$ cat src/rtl/ks_pkg.sv
package ks_pkg;
    localparam int KEY_W = 56;

    localparam logic [3:0] IDX_P_LO  = 4'd0;
    localparam logic [3:0] IDX_P_HI  = 4'd1;
    localparam logic [3:0] IDX_C_LO  = 4'd2;
    localparam logic [3:0] IDX_C_HI  = 4'd3;
    localparam logic [3:0] IDX_S_LO  = 4'd4;
    localparam logic [3:0] IDX_S_HI  = 4'd5;
    localparam logic [3:0] IDX_G_LO  = 4'd6;
    localparam logic [3:0] IDX_G_HI  = 4'd7;
    localparam logic [3:0] IDX_F_LO  = 4'd8;
    localparam logic [3:0] IDX_F_HI  = 4'd9;

    typedef enum logic [1:0] {
        S_IDLE,
        S_PRIME,
        S_ISSUE,
        S_WAIT
    } ks_state_e;
endpackage

$ cat src/rtl/ks_prio.sv
module ks_prio #(
    parameter int N  = 4,
    localparam int IW = (N > 1) ? $clog2(N) : 1
) (
    input  logic [N-1:0]  hit,
    output logic          any,
    output logic [IW-1:0] lane
);
    logic [N-1:0] win;

    for (genvar g = 0; g < N; g++) begin : g_win
        if (g == 0) begin : g_first
            assign win[g] = hit[g];
        end else begin : g_rest
            assign win[g] = hit[g] & ~(|hit[g-1:0]);
        end
    end

    always_comb begin
        lane = '0;
        for (int i = 0; i < N; i++) begin
            if (win[i]) lane = lane | IW'(i);
        end
    end

    assign any = |hit;
endmodule

$ cat src/rtl/ks_fsm.sv
module ks_fsm
    import ks_pkg::*;
#(
    parameter int N_ENG = 4
) (
    input  logic             clk,
    input  logic             rst_n,
    input  logic             start,
    input  logic             stop,
    input  logic [KEY_W-1:0] start_key,
    input  logic             done,
    input  logic [N_ENG-1:0] hit,
    output logic             issue,
    output logic [KEY_W-1:0] base,
    output logic [KEY_W-1:0] prog,
    output logic [KEY_W-1:0] found,
    output logic             irq
);
    localparam int IW = (N_ENG > 1) ? $clog2(N_ENG) : 1;
    localparam logic [KEY_W-1:0] STEP = KEY_W'(N_ENG);

    ks_state_e state_q, state_d;
    logic [KEY_W-1:0] cand_q;
    logic             hit_any;
    logic [IW-1:0]    hit_lane;

    ks_prio #(.N(N_ENG)) u_prio (
        .hit  (hit),
        .any  (hit_any),
        .lane (hit_lane)
    );

    // Next-state logic: start and stop override everything.
    always_comb begin
        state_d = state_q;
        if (stop) begin
            state_d = S_IDLE;
        end else if (start) begin
            state_d = S_PRIME;
        end else begin
            unique case (state_q)
                S_IDLE:  state_d = S_IDLE;
                S_PRIME: state_d = S_ISSUE;
                S_ISSUE: state_d = S_WAIT;
                S_WAIT:  if (done) state_d = hit_any ? S_IDLE : S_ISSUE;
                default: state_d = S_IDLE;
            endcase
        end
    end

    // State register
    always_ff @(posedge clk) begin
        if (!rst_n) state_q <= S_IDLE;
        else        state_q <= state_d;
    end

    // Key datapath and interrupt
    always_ff @(posedge clk) begin
        if (!rst_n) begin
            cand_q <= '0;
            prog   <= '0;
            found  <= '0;
            irq    <= 1'b0;
        end else begin
            irq <= 1'b0;
            if (!stop && !start) begin
                if (state_q == S_PRIME) begin
                    cand_q <= start_key;
                end else if (state_q == S_WAIT && done) begin
                    if (hit_any) begin
                        found <= cand_q + KEY_W'(hit_lane);
                        irq   <= 1'b1;
                    end else begin
                        prog   <= cand_q + STEP - KEY_W'(1);
                        cand_q <= cand_q + STEP;
                    end
                end
            end
        end
    end

    // Outputs
    always_comb begin
        issue = (state_q == S_ISSUE);
        base  = cand_q;
    end
endmodule

$ cat src/rtl/keysearch_ctrl.sv
module keysearch_ctrl
    import ks_pkg::*;
#(
    parameter int N_ENG = 4
) (
    input  logic             clk,
    input  logic             rst_n,
    input  logic             wr_en,
    input  logic [3:0]       wr_idx,
    input  logic [3:0]       wr_strb,
    input  logic [31:0]      wr_data,
    input  logic             rd_en,
    input  logic [3:0]       rd_idx,
    output logic [31:0]      rd_data,
    output logic [63:0]      eng_plain,
    output logic [63:0]      eng_cipher,
    output logic             eng_issue,
    output logic [KEY_W-1:0] eng_base,
    input  logic             eng_done,
    input  logic [N_ENG-1:0] eng_hit,
    output logic             irq,
    output logic [3:0]       led
);
    logic [63:0]      pt_q, ct_q;
    logic [KEY_W-1:0] sk_q, view_q, prog, found;
    logic             frz_q;
    logic             start, stop, rd_lo, rd_hi;
    logic [31:0]      rd_mux;

    function automatic logic [31:0] merge(input logic [31:0] old,
                                          input logic [31:0] nw,
                                          input logic [3:0]  be);
        logic [31:0] r;
        r = old;
        for (int b = 0; b < 4; b++) begin
            if (be[b]) r[8*b +: 8] = nw[8*b +: 8];
        end
        return r;
    endfunction

    assign stop  = wr_en && (wr_idx == IDX_S_LO);
    assign start = wr_en && (wr_idx == IDX_S_HI);
    assign rd_lo = rd_en && (rd_idx == IDX_G_LO);
    assign rd_hi = rd_en && (rd_idx == IDX_G_HI);

    ks_fsm #(.N_ENG(N_ENG)) u_fsm (
        .clk       (clk),
        .rst_n     (rst_n),
        .start     (start),
        .stop      (stop),
        .start_key (sk_q),
        .done      (eng_done),
        .hit       (eng_hit),
        .issue     (eng_issue),
        .base      (eng_base),
        .prog      (prog),
        .found     (found),
        .irq       (irq)
    );

    // Writable registers
    always_ff @(posedge clk) begin
        if (!rst_n) begin
            pt_q <= '0;
            ct_q <= '0;
            sk_q <= '0;
        end else if (wr_en) begin
            case (wr_idx)
                IDX_P_LO: pt_q[31:0]  <= merge(pt_q[31:0],  wr_data, wr_strb);
                IDX_P_HI: pt_q[63:32] <= merge(pt_q[63:32], wr_data, wr_strb);
                IDX_C_LO: ct_q[31:0]  <= merge(ct_q[31:0],  wr_data, wr_strb);
                IDX_C_HI: ct_q[63:32] <= merge(ct_q[63:32], wr_data, wr_strb);
                IDX_S_LO: sk_q[31:0]  <= merge(sk_q[31:0],  wr_data, wr_strb);
                IDX_S_HI: sk_q[55:32] <= merge({8'h00, sk_q[55:32]}, wr_data,
                                               {1'b0, wr_strb[2:0]})[23:0];
                default: ;
            endcase
        end
    end

    // Progress view with read freeze
    always_ff @(posedge clk) begin
        if (!rst_n) begin
            view_q <= '0;
            frz_q  <= 1'b0;
        end else begin
            if (!(frz_q || rd_lo)) view_q <= prog;
            if (rd_lo)      frz_q <= 1'b1;
            else if (rd_hi) frz_q <= 1'b0;
        end
    end

    always_comb begin
        unique case (rd_idx)
            IDX_P_LO: rd_mux = pt_q[31:0];
            IDX_P_HI: rd_mux = pt_q[63:32];
            IDX_C_LO: rd_mux = ct_q[31:0];
            IDX_C_HI: rd_mux = ct_q[63:32];
            IDX_S_LO: rd_mux = sk_q[31:0];
            IDX_S_HI: rd_mux = {8'h00, sk_q[55:32]};
            IDX_G_LO: rd_mux = view_q[31:0];
            IDX_G_HI: rd_mux = {8'h00, view_q[55:32]};
            IDX_F_LO: rd_mux = found[31:0];
            IDX_F_HI: rd_mux = {8'h00, found[55:32]};
            default:  rd_mux = 32'h0;
        endcase
    end

    always_ff @(posedge clk) begin
        if (!rst_n)     rd_data <= '0;
        else if (rd_en) rd_data <= rd_mux;
    end

    assign eng_plain  = pt_q;
    assign eng_cipher = ct_q;
    assign led        = view_q[33:30];
endmodule

$ cat config.mk
export PLATFORM = sky130hd
export DESIGN_NAME = keysearch_ctrl
export DESIGN_NICKNAME = d
export VERILOG_FILES = /design/src/rtl/ks_pkg.sv /design/src/rtl/ks_prio.sv /design/src/rtl/ks_fsm.sv /design/src/rtl/keysearch_ctrl.sv
export SDC_FILE = /design/constraint.sdc
export NUM_CORES = 1
export LEC_CHECK = 0
export BUFFER_PORTS_ARGS = -buffer_cell sky130_fd_sc_hd__buf_2
export CORE_AREA = 5 5 204 206
export CTS_CLUSTER_SIZE = 25
export DETAILED_ROUTE_END_ITERATION = 6
export DIE_AREA = 0 0 209 211
export PLACE_DENSITY_LB_ADDON = 0.25
export SLEW_MARGIN = 20
export SYNTH_ARGS = -nofsm -noshare
export SYNTH_HDL_FRONTEND = slang
export SYNTH_HIERARCHICAL = 1
export SYNTH_SLANG_ARGS = --single-unit
export TNS_END_PERCENT = 10
$ cat constraint.sdc
create_clock -name clk -period 9.5 [get_ports clk]
set_input_delay 0 -clock clk [delete_from_list [all_inputs] [get_ports clk]]
set_output_delay 0 -clock clk [all_outputs]
set_load 0.005 [all_outputs]
==> results.toml <==
[worst_hold_path]
hold_depth = 4
hold_path_class = "input pin to flop"
hold_path_startpoint = "wr_strb[0]"
min_to = "sk_q[35]"

[critical_path]
r2r-end = "u_fsm/prog[44]"
crit_required_ns = 10.03
cpMaxStageDelayCell = "nor4_4"
regToRegSetupSlack_ns = 5.16
critical_path_class = "flop to flop"
reg2regPathDepth = 10
worstPathArrival_ns = 4.87
cp_num_buf_inv = 0
reg2reg_from = "u_fsm/base[2]"
crit_chain = "ha_1 -> and4_1 -> and3_1 -> nand2_1 -> xnor2_2 -> nand4_4 -> nor4_4 -> nand2_2 -> or4_1 -> nand3_1"
cp_max_fo = 14
start_kind = "flop"
path_delay_family = "simple AND/OR/NAND/NOR gates"
slowest_delay_ns = 0.65
cp-end-kind = "flop"

[sta]
tns_ns = 0
clock.fmax_mhz = 230.3
slew_headroom_pct = 20.32
fin_crit_sh_pct = 45.71
clock_skew_ns = 0.01502
hold_viol = 0
worst_slew_pin_slew_ns = 1.195
slew_viol_final = 0
rsz0062_at_grt = "false"
period_needed_ns = 4.342
finalSetupViolCount = 0

[synth]
synth_cell_types = 93
avgSynthCellArea_um2 = 8.172
yosysSeqAreaShare_pct = 38.10
synth-warning-count = 6
ys_seq_elements = 444
synth-main-ff-cell = "dfxtp_1"
netlist_area_um2 = 23330
synth_fp_nets = 2914
syn_inst = 2855
async_flop_share_pct = 0
synth_edf_count = 0

[floorplan]
fp.dieH_um = 211
die_w_um = 209
core_um2 = 39460
die_area_um2 = 44100
initial_core_util_pct = 59.13
num_io_pins = 275
num_rows = 73

[global_routing]
grt_overflow = 0
grt_usage_pct = 40.80
grt_max_degree = 117
grt_first_pass_wirelength_mm = 139.2
first_global_vias = 21190
antenna_found_initial = 4

[detailed_routing]
dr.pass1.iters = 6
ant_nets = 0
wl_per_cell_um = 26.67
drt-initial-drc-count = 3752
wirelength_mm = 95.20
drc = 0
routed_via_density = 6.606
num_vias = 23580

[cts]
tritoncts = "built"
clock_sinks = 444
cts_resized = 0
cts_made_buffers = 47
cts-htree-levels = 2
cts.path.max_buffers = 3
root_buffer = "clkbuf_16"
clkSlewWorstSetupHoldPaths_ns = 0.06
clkLatencyLatePin_ns = 0.60

[pwr]
power_uw = 4012
p_leak_uw = 0.009800
peakVddDrop_mv = 0.1286
power_density_nw_per_um2 = 151.0

[placement]
dp_hpwl_mm = 69.90
io_buffers = 274
gp_congestion = 0.9801
placed_area_um2 = 24560

[layout]
layout_common_cells = "dfxtp_1 (444), nand2_1 (416), buf_2 (272)"
nFillCells = 3312
final_common_cell = "dfxtp_1"
final_nets = 3065
drive_gt1_share_pct = 15.22
multiInputGateArea_um2 = 13330
register_area_um2 = 8889
fin_util_pct = 67.35
fin_area_um2 = 26580
area_delta_synth_final_pct = 13.91

[run_status]
status = "finished clean"

[flow_run]
drv_cap = 0
-- timing repair --
action                                  CTS  global route
buffers inserted                          0             0
hold buffers                             41             0
hold endpoints to repair                227             0
endpoints found under the setup margin    0             0
-- routing by layer --
| layer | track usage, % | vias up | routed length [um] |
|---|---|---|---|
| li1 | - | 10410 | - |
| met1 | 58.53 | 11160 | 38060 |
| met2 | 58.17 | 1761 | 38900 |
| met3 | 11.36 | 249 | 13780 |
| met4 | 16.43 | 4 | 4440 |
| met5 | 0 | - | 29 |
-- synth_stat cells, drive strengths merged (6+ instances only) --
cell	instances	area [um^2]
clkbuf	150	566.8
and4	13	113.9
inv	28	105.1
nand3	68	355.3
and2	30	187.7
mux4	10	225.2
a311oi	10	87.58
or3	12	75.07
and3b	12	105.1
nor4	37	331.6
nand2	417	1568
or3b	8	70.07
o21ai	218	1091
mux2i	105	1051
o311a	6	60.06
or2	6	37.54
nor2b	80	500.5
nand4	51	370.3
o221ai	8	70.07
xnor2	103	909.6
o22ai	37	231.5
a21boi	186	1396
a22o	20	175.2
dfxtp	444	8889
mux2	9	101.4
buf	91	511.7
nand2b	11	68.82
a22oi	36	270.3
nor3	60	305.3
nor2	219	920.9
or4	7	56.30
xor2	39	341.6
a211oi	77	578.1
and3	21	131.4
nand3b	22	165.2
a21oi	141	709.4
-- worst max path at each step --
stage | cells past startpoint | slack (ns) | start | end
final | 10 | 5.16 | u_fsm/base[2] | u_fsm/prog[44]
after global routing | 10 | 4.85 | u_fsm/base[2] | u_fsm/prog[44]
after CTS | 10 | 5.19 | u_fsm/base[2] | u_fsm/prog[44]
after detailed placement | 10 | 5.21 | u_fsm/base[2] | u_fsm/prog[44]
after global placement | 10 | 5.13 | u_fsm/base[2] | u_fsm/prog[55]
after floorplan | 11 | 6.13 | u_fsm/base[27] | u_fsm/prog[55]
-- state kept, by name (all words and copies together), names as in the netlist --
name,flops
rd_data,32
u_fsm/state_q,2
u_fsm/irq,1
u_fsm/base,56
u_fsm/found,56
view_q,56
u_fsm/prog,56
eng_cipher,64
eng_plain,64
sk_q,56
frz_q,1
-- cells by family (layout without fill, tap and decap cells) --
logic type      count (synthesis)  in the layout  share of synthesized area, %
flops                         444            444                         38.10
simple gates                 1088           1088                         23.62
mux                           124            124                         5.905
xor+xnor                      142            142                         5.363
other cells                     0              2                             0
fa+ha+maj                       6              6                        0.3540
compound gates                781            781                         21.57
buf+inv                       270            458                         5.090
-- power breakdown --
part | leakage (uW) | internal (uW) | total, uW | switching (uW)
Clock | 0.000776 | 1100 | 1900 | 805
Combinational | 0.00545 | 69.0 | 229 | 160
Sequential | 0.00358 | 1870 | 1880 | 10.7
-- tightest hold or removal path, stage by stage --
cell	delay, ns
buf_2	0.15
nand3_2	0.22
mux2i_1	0.11
nor2b_1	0.09
-- stage by stage --
stage | cells | hold WS [ns] | setup WS (ns)
3_5_place_dp | 3441 | 0.3024 | 5.210
5_1_grt | 3568 | 0.04522 | 4.845
4_1_cts | 3568 | 0.003736 | 5.190
2_1_floorplan | 2855 | 0.1349 | 6.134
6_report | 3570 | 0.02661 | 5.158
3_3_place_gp | 3441 | 0.2914 | 5.125
-- final cells by class --
| class | count | share of cell area (%) |
|---|---|---|
| multi-input combinational | 2141 | 50.14 |
| sequential | 444 | 33.45 |
| timing repair buffer | 343 | 7.528 |
| clock buffer | 67 | 5.202 |
| tap | 525 | 2.472 |
| clock inverter | 19 | 0.7721 |
| inverter | 29 | 0.4190 |
| antenna | 2 | 0.01883 |
(Power assumes the default switching activity.)
